**src/rtl/barrier_pkg.sv**
```systemverilog
package barrier_pkg;
  // Width of a counter able to hold 0..n
  function automatic int unsigned tally_width(input int unsigned n);
    return (n < 2) ? 1 : $clog2(n + 1);
  endfunction
endpackage

```
**src/rtl/arrive_tally.sv**
```systemverilog
module arrive_tally #(
  parameter int unsigned NUM_AGENTS = 4,
  localparam int unsigned CW = barrier_pkg::tally_width(NUM_AGENTS)
) (
  input  logic                  clk,
  input  logic                  rst_n,
  input  logic [NUM_AGENTS-1:0] accepted_i,
  output logic                  flag_q,
  output logic [CW-1:0]         count_q,
  output logic                  done_w
);
  // Number of set bits, widened by one bit so count+ones never overflows
  function automatic logic [CW:0] ones_of(input logic [NUM_AGENTS-1:0] v);
    logic [CW:0] s;
    s = '0;
    for (int i = 0; i < NUM_AGENTS; i++) s = s + {{CW{1'b0}}, v[i]};
    return s;
  endfunction

  logic [CW:0] sum_w;
  assign sum_w  = {1'b0, count_q} + ones_of(accepted_i);
  assign done_w = (sum_w == (CW+1)'(NUM_AGENTS));

  always_ff @(posedge clk) begin
    if (!rst_n) begin
      count_q <= '0;
      flag_q  <= 1'b0;
    end else if (done_w) begin
      count_q <= '0;
      flag_q  <= ~flag_q;
    end else begin
      count_q <= sum_w[CW-1:0];
    end
  end

  a_r8_count_below_p: assert property (@(posedge clk) disable iff (!rst_n)
    count_q < CW'(NUM_AGENTS));
  a_r4_flag_turns_on_done: assert property (@(posedge clk) disable iff (!rst_n)
    done_w |=> (flag_q != $past(flag_q)) && (count_q == '0));
  a_r7_flag_held_otherwise: assert property (@(posedge clk) disable iff (!rst_n)
    !done_w |=> $stable(flag_q));
endmodule

```
**src/rtl/sense_bank.sv**
```systemverilog
module sense_bank #(
  parameter int unsigned NUM_AGENTS = 4
) (
  input  logic                  clk,
  input  logic                  rst_n,
  input  logic [NUM_AGENTS-1:0] arrive_i,
  input  logic                  flag_i,
  output logic [NUM_AGENTS-1:0] sense_q,
  output logic [NUM_AGENTS-1:0] waiting_w,
  output logic [NUM_AGENTS-1:0] accepted_w,
  output logic [NUM_AGENTS-1:0] err_q
);
  for (genvar g = 0; g < NUM_AGENTS; g++) begin : g_agent
    assign waiting_w[g]  = sense_q[g] ^ flag_i;
    assign accepted_w[g] = arrive_i[g] & ~waiting_w[g];

    always_ff @(posedge clk) begin
      if (!rst_n) begin
        sense_q[g] <= 1'b0;
        err_q[g]   <= 1'b0;
      end else begin
        if (accepted_w[g]) sense_q[g] <= ~sense_q[g];
        err_q[g] <= arrive_i[g] & waiting_w[g];
      end
    end

    a_r2_sense_inverts: assert property (@(posedge clk) disable iff (!rst_n)
      accepted_w[g] |=> sense_q[g] != $past(sense_q[g]));
    a_r6_dup_ignored: assert property (@(posedge clk) disable iff (!rst_n)
      (arrive_i[g] && waiting_w[g]) |=> $stable(sense_q[g]) && err_q[g]);
    a_r2_sense_only_on_accept: assert property (@(posedge clk) disable iff (!rst_n)
      !accepted_w[g] |=> $stable(sense_q[g]));
  end
endmodule

```
**src/rtl/sense_barrier.sv**
```systemverilog
module sense_barrier #(
  parameter int unsigned NUM_AGENTS = 4
) (
  input  logic                  clk,
  input  logic                  rst_n,
  input  logic [NUM_AGENTS-1:0] arrive_i,
  output logic [NUM_AGENTS-1:0] release_o,
  output logic [NUM_AGENTS-1:0] proto_err_o
);
  localparam int unsigned CW = barrier_pkg::tally_width(NUM_AGENTS);

  logic                  flag_w;
  logic [CW-1:0]         count_w;
  logic                  done_w;
  logic [NUM_AGENTS-1:0] sense_w, waiting_w, accepted_w, err_w;

  sense_bank #(.NUM_AGENTS(NUM_AGENTS)) u_bank (
    .clk(clk), .rst_n(rst_n), .arrive_i(arrive_i), .flag_i(flag_w),
    .sense_q(sense_w), .waiting_w(waiting_w), .accepted_w(accepted_w),
    .err_q(err_w)
  );

  arrive_tally #(.NUM_AGENTS(NUM_AGENTS)) u_tally (
    .clk(clk), .rst_n(rst_n), .accepted_i(accepted_w),
    .flag_q(flag_w), .count_q(count_w), .done_w(done_w)
  );

  assign release_o   = ~waiting_w;
  assign proto_err_o = err_w;

  a_r4_all_freed: assert property (@(posedge clk) disable iff (!rst_n)
    done_w |=> (&release_o));
  a_r3_no_early_free: assert property (@(posedge clk) disable iff (!rst_n)
    !done_w |=> ($past(waiting_w) & ~waiting_w) == '0);
  a_r6_err_only_if_held: assert property (@(posedge clk) disable iff (!rst_n)
    (arrive_i & waiting_w) == '0 |=> proto_err_o == '0);
endmodule

```
**config.mk**
```make
export PLATFORM = sky130hd
export DESIGN_NAME = sense_barrier
export DESIGN_NICKNAME = d
export VERILOG_FILES = /design/src/rtl/barrier_pkg.sv /design/src/rtl/arrive_tally.sv /design/src/rtl/sense_bank.sv /design/src/rtl/sense_barrier.sv
export SDC_FILE = /design/constraint.sdc
export NUM_CORES = 1
export LEC_CHECK = 0
export CORE_AREA = 2 2 44 46
export DETAILED_ROUTE_END_ITERATION = 8
export DIE_AREA = 0 0 46 48
export DONT_BUFFER_PORTS = 1
export PLACE_DENSITY_LB_ADDON = 0.08
export SLEW_MARGIN = 20
export SYNTH_ARGS = -nofsm -noshare
export SYNTH_HDL_FRONTEND = slang
export SYNTH_SLANG_ARGS = --single-unit
```
**constraint.sdc**
```tcl
create_clock -name clk -period 4 [get_ports clk]
set_clock_uncertainty 0.1 [all_clocks]
set_input_delay 0.2 -clock clk [delete_from_list [all_inputs] [get_ports clk]]
set_output_delay 0.2 -clock clk [all_outputs]
set_load 0.02 [all_outputs]
```
Word-level counts from Yosys, hierarchy flattened
Cells that the tools add are included.

Flip-flop bits (word level): 12. Bits of input ports: 6. Word-level logic and storage cells: 39.

Add/subtract/negate cells: 4. Eq/ne operators: 1. Bitwise logic cells: 23. Reductions and logical operators: 1.

Operator list (count): NOT 1 bit (10); adder 4 x 1 -> 4 bit (2); AND 1 bit (8); adder 3 x 4 -> 4 bit (1); == test 4 x 3 -> 1 bit, second input constant (1); NOT 4 bit (1); XOR 1 bit (4); adder 1 x 1 -> 2 bit (1); OR reduction 2 bit (1).

Longest topological paths before layout
Depth in word-level cells: 9. Gate-level depth with buffers: 13.

Modules after synthesis
From an unflattened synthesis, not the netlist that was laid out.

Cells, all modules: 58. Area total of the unflattened synthesis: 600.6 µm².

By module, submodules not included: sense_bank (instances 1, cells each 33, area an instance 346.6 µm², seq. area each 160.2 µm²); arrive_tally (instances 1, cells each 21, area an instance 239.0 µm², seq. area each 80.1 µm²); sense_barrier (instances 1, cells each 4, area an instance 15.0 µm², seq. area each 0.0 µm²).

Worst setup path before layout
Ideal clock, no wire load.

Path type: reg2reg. Start: register u_tally.flag_q. End: register u_tally.count_q[2]. Setup time: 0.115 ns. Arrival: 2.803 ns. Data required time: 3.785 ns. Path slack: 0.982 ns. Cell stages (with the launch flop): 14. Clock period less this slack: 3.018 ns. Cell sequence: dfxtp_1 buf_6 xnor2_2 and2_1 ha_1 inv_1 fa_1 inv_1 ha_1 inv_1 fa_1 nor3b_1 o211ai_1 and3_1.

Word-level cells in the longest chain between the ends: 9. Elaborated cells on any way between the ends: 18. Those cells by class: 4 x add/sub; 1 x eq/ne; 12 x bitwise; 1 x reduce/logical.

Ends and longest elaborated chain: start: declaration (RTL line arrive_tally.sv:8) `output logic flag_q,`; start signal: assignment (RTL line arrive_tally.sv:30) `flag_q <= ~flag_q;`; XOR 1 bit * (RTL line sense_bank.sv:14) `assign waiting_w[g] = sense_q[g] ^ flag_i;`; NOT 1 bit * (RTL line sense_bank.sv:15) `assign accepted_w[g] = arrive_i[g] & ~waiting_w[g];`; AND 1 bit * (RTL line sense_bank.sv:15); net accepted_w[1] (RTL line sense_barrier.sv:15) `logic [NUM_AGENTS-1:0] sense_w, waiting_w, accepted_w, err_w;`; adder 1 x 1 -> 2 bit * (RTL line arrive_tally.sv:16) `for (int i = 0; i < NUM_AGENTS; i++) s = s + {{CW{1'b0}}, v[i]};`; adder 4 x 1 -> 4 bit * (2 in a row) (RTL line arrive_tally.sv:16); adder 3 x 4 -> 4 bit * (RTL line arrive_tally.sv:21) `assign sum_w = {1'b0, count_q} + ones_of(accepted_i);`; == test 4 x 3 -> 1 bit (RTL line arrive_tally.sv:22) `assign done_w = (sum_w == (CW+1)'(NUM_AGENTS));`; OR reduction 2 bit (no line); end signal: assignment (RTL line arrive_tally.sv:32) `count_q <= sum_w[CW-1:0];`; end: declaration (RTL line arrive_tally.sv:9) `output logic [CW-1:0] count_q,`.

The timed path passes the listed nets; every way through them passes the cells marked *. A chain may end at the register's enable or synchronous reset.

Final worst setup path
Ends and elaborated chain as after synthesis.

==> results.md <==
Synthesis:
- The cell taking the most area after synthesis is dfxtp_1.
- The synthesized design devotes to its leading area cell type a little under two fifths of total area.
- The commonest cells after synthesis are 12 x dfxtp_1, 11 x inv_1, 8 x and2_1.
- Counting every instance in the synthesized netlist gives between 60 and 70.
- The net count of the mapped netlist is between 70 and 80.
- The share of synthesized registers carrying an async set or reset is 0%.
- The total of warnings raised by yosys is 0.
- The cell area after synthesis is approximately 650 um^2.
- By area the synthesized netlist is led by dfxtp_1 37%, xnor2_2 10%, ha_1 9.6%.
- Sequential elements use about 37% of the synthesized area.
- In the post-synthesis netlist, the cell with the most instances is dfxtp_1.
- The synthesized design contains 12 register bits.
- The main flop type after synthesis is dfxtp_1.
- Synthesis instantiated 18 different standard cells from the library.
- Dividing the synthesized area by the synthesized cell count gives just under 10 um^2.
- The synthesized design contains 0 enable-type register cells.

Finish:
- The final standard cell area without fillers is ~770 um^2.
- Of the cells placed in the final design, the portion with a size suffix greater than 1 is between 10% and 20%.
- The number of filler instances in the final layout is approximately 170.
- The repair_antennas step left the layout with diodes totalling 0.
- For this run, the share of the core covered by cells in the final layout is 45.6%.
- The signed area change from the synthesized netlist to the final layout is 18.2%.
- The number of nets in the final layout is 90.

Global routing:
- The initial antenna violation count is 0.
- Global routing consumed, over all layers together, between 10% and 20% of the routing resources.
- The total global routing overflow is 0.
- The via count of the first global-routing pass was around 400.
- The first global-routing pass estimated approximately 1.7 mm of wire.
- Entering global routing, the biggest net connects 12 pins.

Die:
- The number of primary I/O pins is 14.
- The placeable core region is 1690 um^2.
- The floorplan die area is 2210 um^2.
- The initial standard-cell utilization of the core is between 30% and 40%.
- The horizontal die dimension is approximately 46 um.
- In this run the core area contains 15 standard-cell rows.
- In this run the vertical extent of the chip is around 48 um.

Clock network:
- The post-CTS setup-driven buffer insertion count is 0.
- The total clock buffers created by CTS is 3.
- The clock net sink count is 12.
- The maximum count of clock buffers along a single path is 2.
- The clock reaches the later pin of the worst-skew pair after between 0.2 and 0.3 ns.
- In this run the number of H-tree levels came out at 1.
- The buffer cell driving the clock tree root is clkbuf_4.
- TritonCTS built the clock tree.
- The clock transition at the registers of the reported paths is approximately 0.08 ns.
- Gates resized during post-CTS repair numbered 0.

Timing:
- The slew of the pin with the lowest slew margin is 0.388 ns.
- The final number of setup-violating endpoints is 0.
- The max-slew headroom at the worst pin is between 70% and 80%.
- The final-report max-slew violation count was 0.
- The highest attainable clock frequency is approximately 310 MHz.
- Setup repair after global routing left no endpoint under its margin.
- The summed negative setup slack over all endpoints is 0 ns.
- The count of final hold-check violations is 0.
- Dividing the final minimum period by the clock period gives between 80% and 90%.
- The clock period minus final worst setup slack is about 3.2 ns.

Setup path:
- The highest cell delay on the worst timing path is between 0.5 and 0.6 ns.
- STA classifies the critical path startpoint as a flop.
- The library cell contributing the largest single delay on the critical path is dfxtp_1.
- The critical path goes through xnor2_2, and2_1, ha_1, inv_1, fa_1, inv_1, ha_1, inv_1, fa_1, nor3b_1, o211ai_1, and3_1.
- The most numerous cell type found on the critical path is inv_1.
- Data on the critical path arrives at its endpoint at between 3 and 4 ns.
- The combined buffer and inverter count along the critical path is 3.
- By startpoint and endpoint, the worst setup path is classified as reg2reg.
- On the critical path the largest part of the delay comes from adder cells.
- The highest net fanout along the worst path is 6.
- The kind of end point of the critical path is a flop.
- The required time at the worst-slack endpoint is 4.07 ns.

Min path:
- The worst min-delay path class is in2reg.

Drt:
- The per-cell via count in the routed design is between 4 and 5.
- The total vias in the final route is 414.
- For this block, the initial DRC count from the detailed router was 1.
- Dividing the detail-routed wire length by the instance count gives 11.2 um.
- The routed design has about 1.0 mm of wire.
- The detailed-router iteration count before antenna repair is 3.
- Once detail routing completed, the nets flagged for antenna violations numbered 0.
- The number of design rule violations left after detail routing is 0.

Placement:
- The area after detailed placement is approximately 660 um^2.
- The count of buffers from port buffering is 0.
- At the end of routability-driven placement, the weighted congestion stood at between 0.6 and 0.7.
- Once detailed placement completed, the half-perimeter wirelength came to 778 um.

Run status:
- The run finished with clean final reports.

Power:
- Summed over all cells, the static leakage comes to ~0.36 nW.
- The largest voltage drop on the vdd net is 0.262 mV.
- The post-route total power is ~0.5 mW.
- The power density over cell area is between 600 and 700 nW/um^2.

Flow run:
- The max-capacitance violation count is 0.
logic make-up after synthesis:
group	after synthesis	synth area share, %
DFF	12	36.9
buffers and inverters	13	8.83
xor gates and xnor gates	5	11.3
adders and majority gates	7	15.7
AOI/OAI and AO/OA	2	1.92
muxes	5	7.68
and+or+nand+nor	22	17.7
final timing paths:
kind	from	end	slack, ns	cells after the start
max	u_tally.flag_q	u_tally.count_q[2]	0.77	12
min	arrive_i[0]	u_bank.sense_q[0]	0.06	2
max reg2reg	u_tally.flag_q	u_tally.count_q[2]	0.77	12
min reg2reg	u_bank.sense_q[0]	u_bank.sense_q[0]	0.53	3
layer usage:
metal | track usage [%] | share of wire [%] | vias up
met5 | 0 | 0 | -
met4 | 1.71 | 0 | 0
met3 | 7.92 | 6.8 | 0
met2 | 18.6 | 49 | 11
met1 | 13.6 | 44 | 182
li1 | - | - | 221
stage by stage:
stage               hold slack, ns  instances  setup WS, ns
CTS                         0.0505         93         0.704
floorplan                    0.214         66         0.982
detailed placement           0.217         82         0.740
global route                0.0482         93         0.507
global placement             0.216         82         0.725
finish                      0.0566         93         0.773
worst reg2reg max path: stages (launching register included):
cell      delay, ns
dfxtp_1        0.56
xnor2_2        0.21
and2_1         0.21
ha_1           0.28
inv_1          0.07
fa_1           0.40
inv_1          0.07
ha_1           0.16
inv_1          0.05
fa_1           0.49
nor3b_1        0.18
o211ai_1       0.15
and3_1         0.20
cell type report:
class	count	area, um^2	area share (%)
clock buffers	4	36.3	4.71
inverters	11	41.3	5.36
multi-input cells	41	354	45.9
flip-flops and latches	12	240	31.2
well taps	17	21.3	2.76
repair buffers	8	77.6	10.1
what timing repair did:
action,4_1_cts,5_1_grt
hold buffers,7,0
endpoints found under the setup margin,0,0
endpoints found under the hold margin,12,0
flip-flops by register name, summed over array words and instances (netlist names):
register	cells
u_bank.err_q	4
u_bank.sense_q	4
u_tally.count_q	3
u_tally.flag_q	1
power breakdown:
part	leakage (nW)	switching (mW)	total, mW	internal (mW)
Sequential	0.0991	0.0250	0.171	0.146
Clock	0.0210	0.0409	0.0962	0.0553
Combinational	0.241	0.125	0.245	0.120
Total	0.361	0.191	0.512	0.321
layout by cell type (no fill, tap or decap):
master	n
dfxtp_1	12
inv_1	11
and2_1	8
dlygate4sd3_1	7
nand2_1	6
mux2i_1	5
ha_1	5
xnor2_2	4
nor2_1	4
clkbuf_4	3
fa_1	2
and2b_1	1
xnor2_1	1
a21oi_1	1
nor3b_1	1
o211ai_1	1
and3_1	1
nand2b_1	1
clkbuf_8	1
buf_4	1
Note: power is estimated with default switching activity, not from simulation.
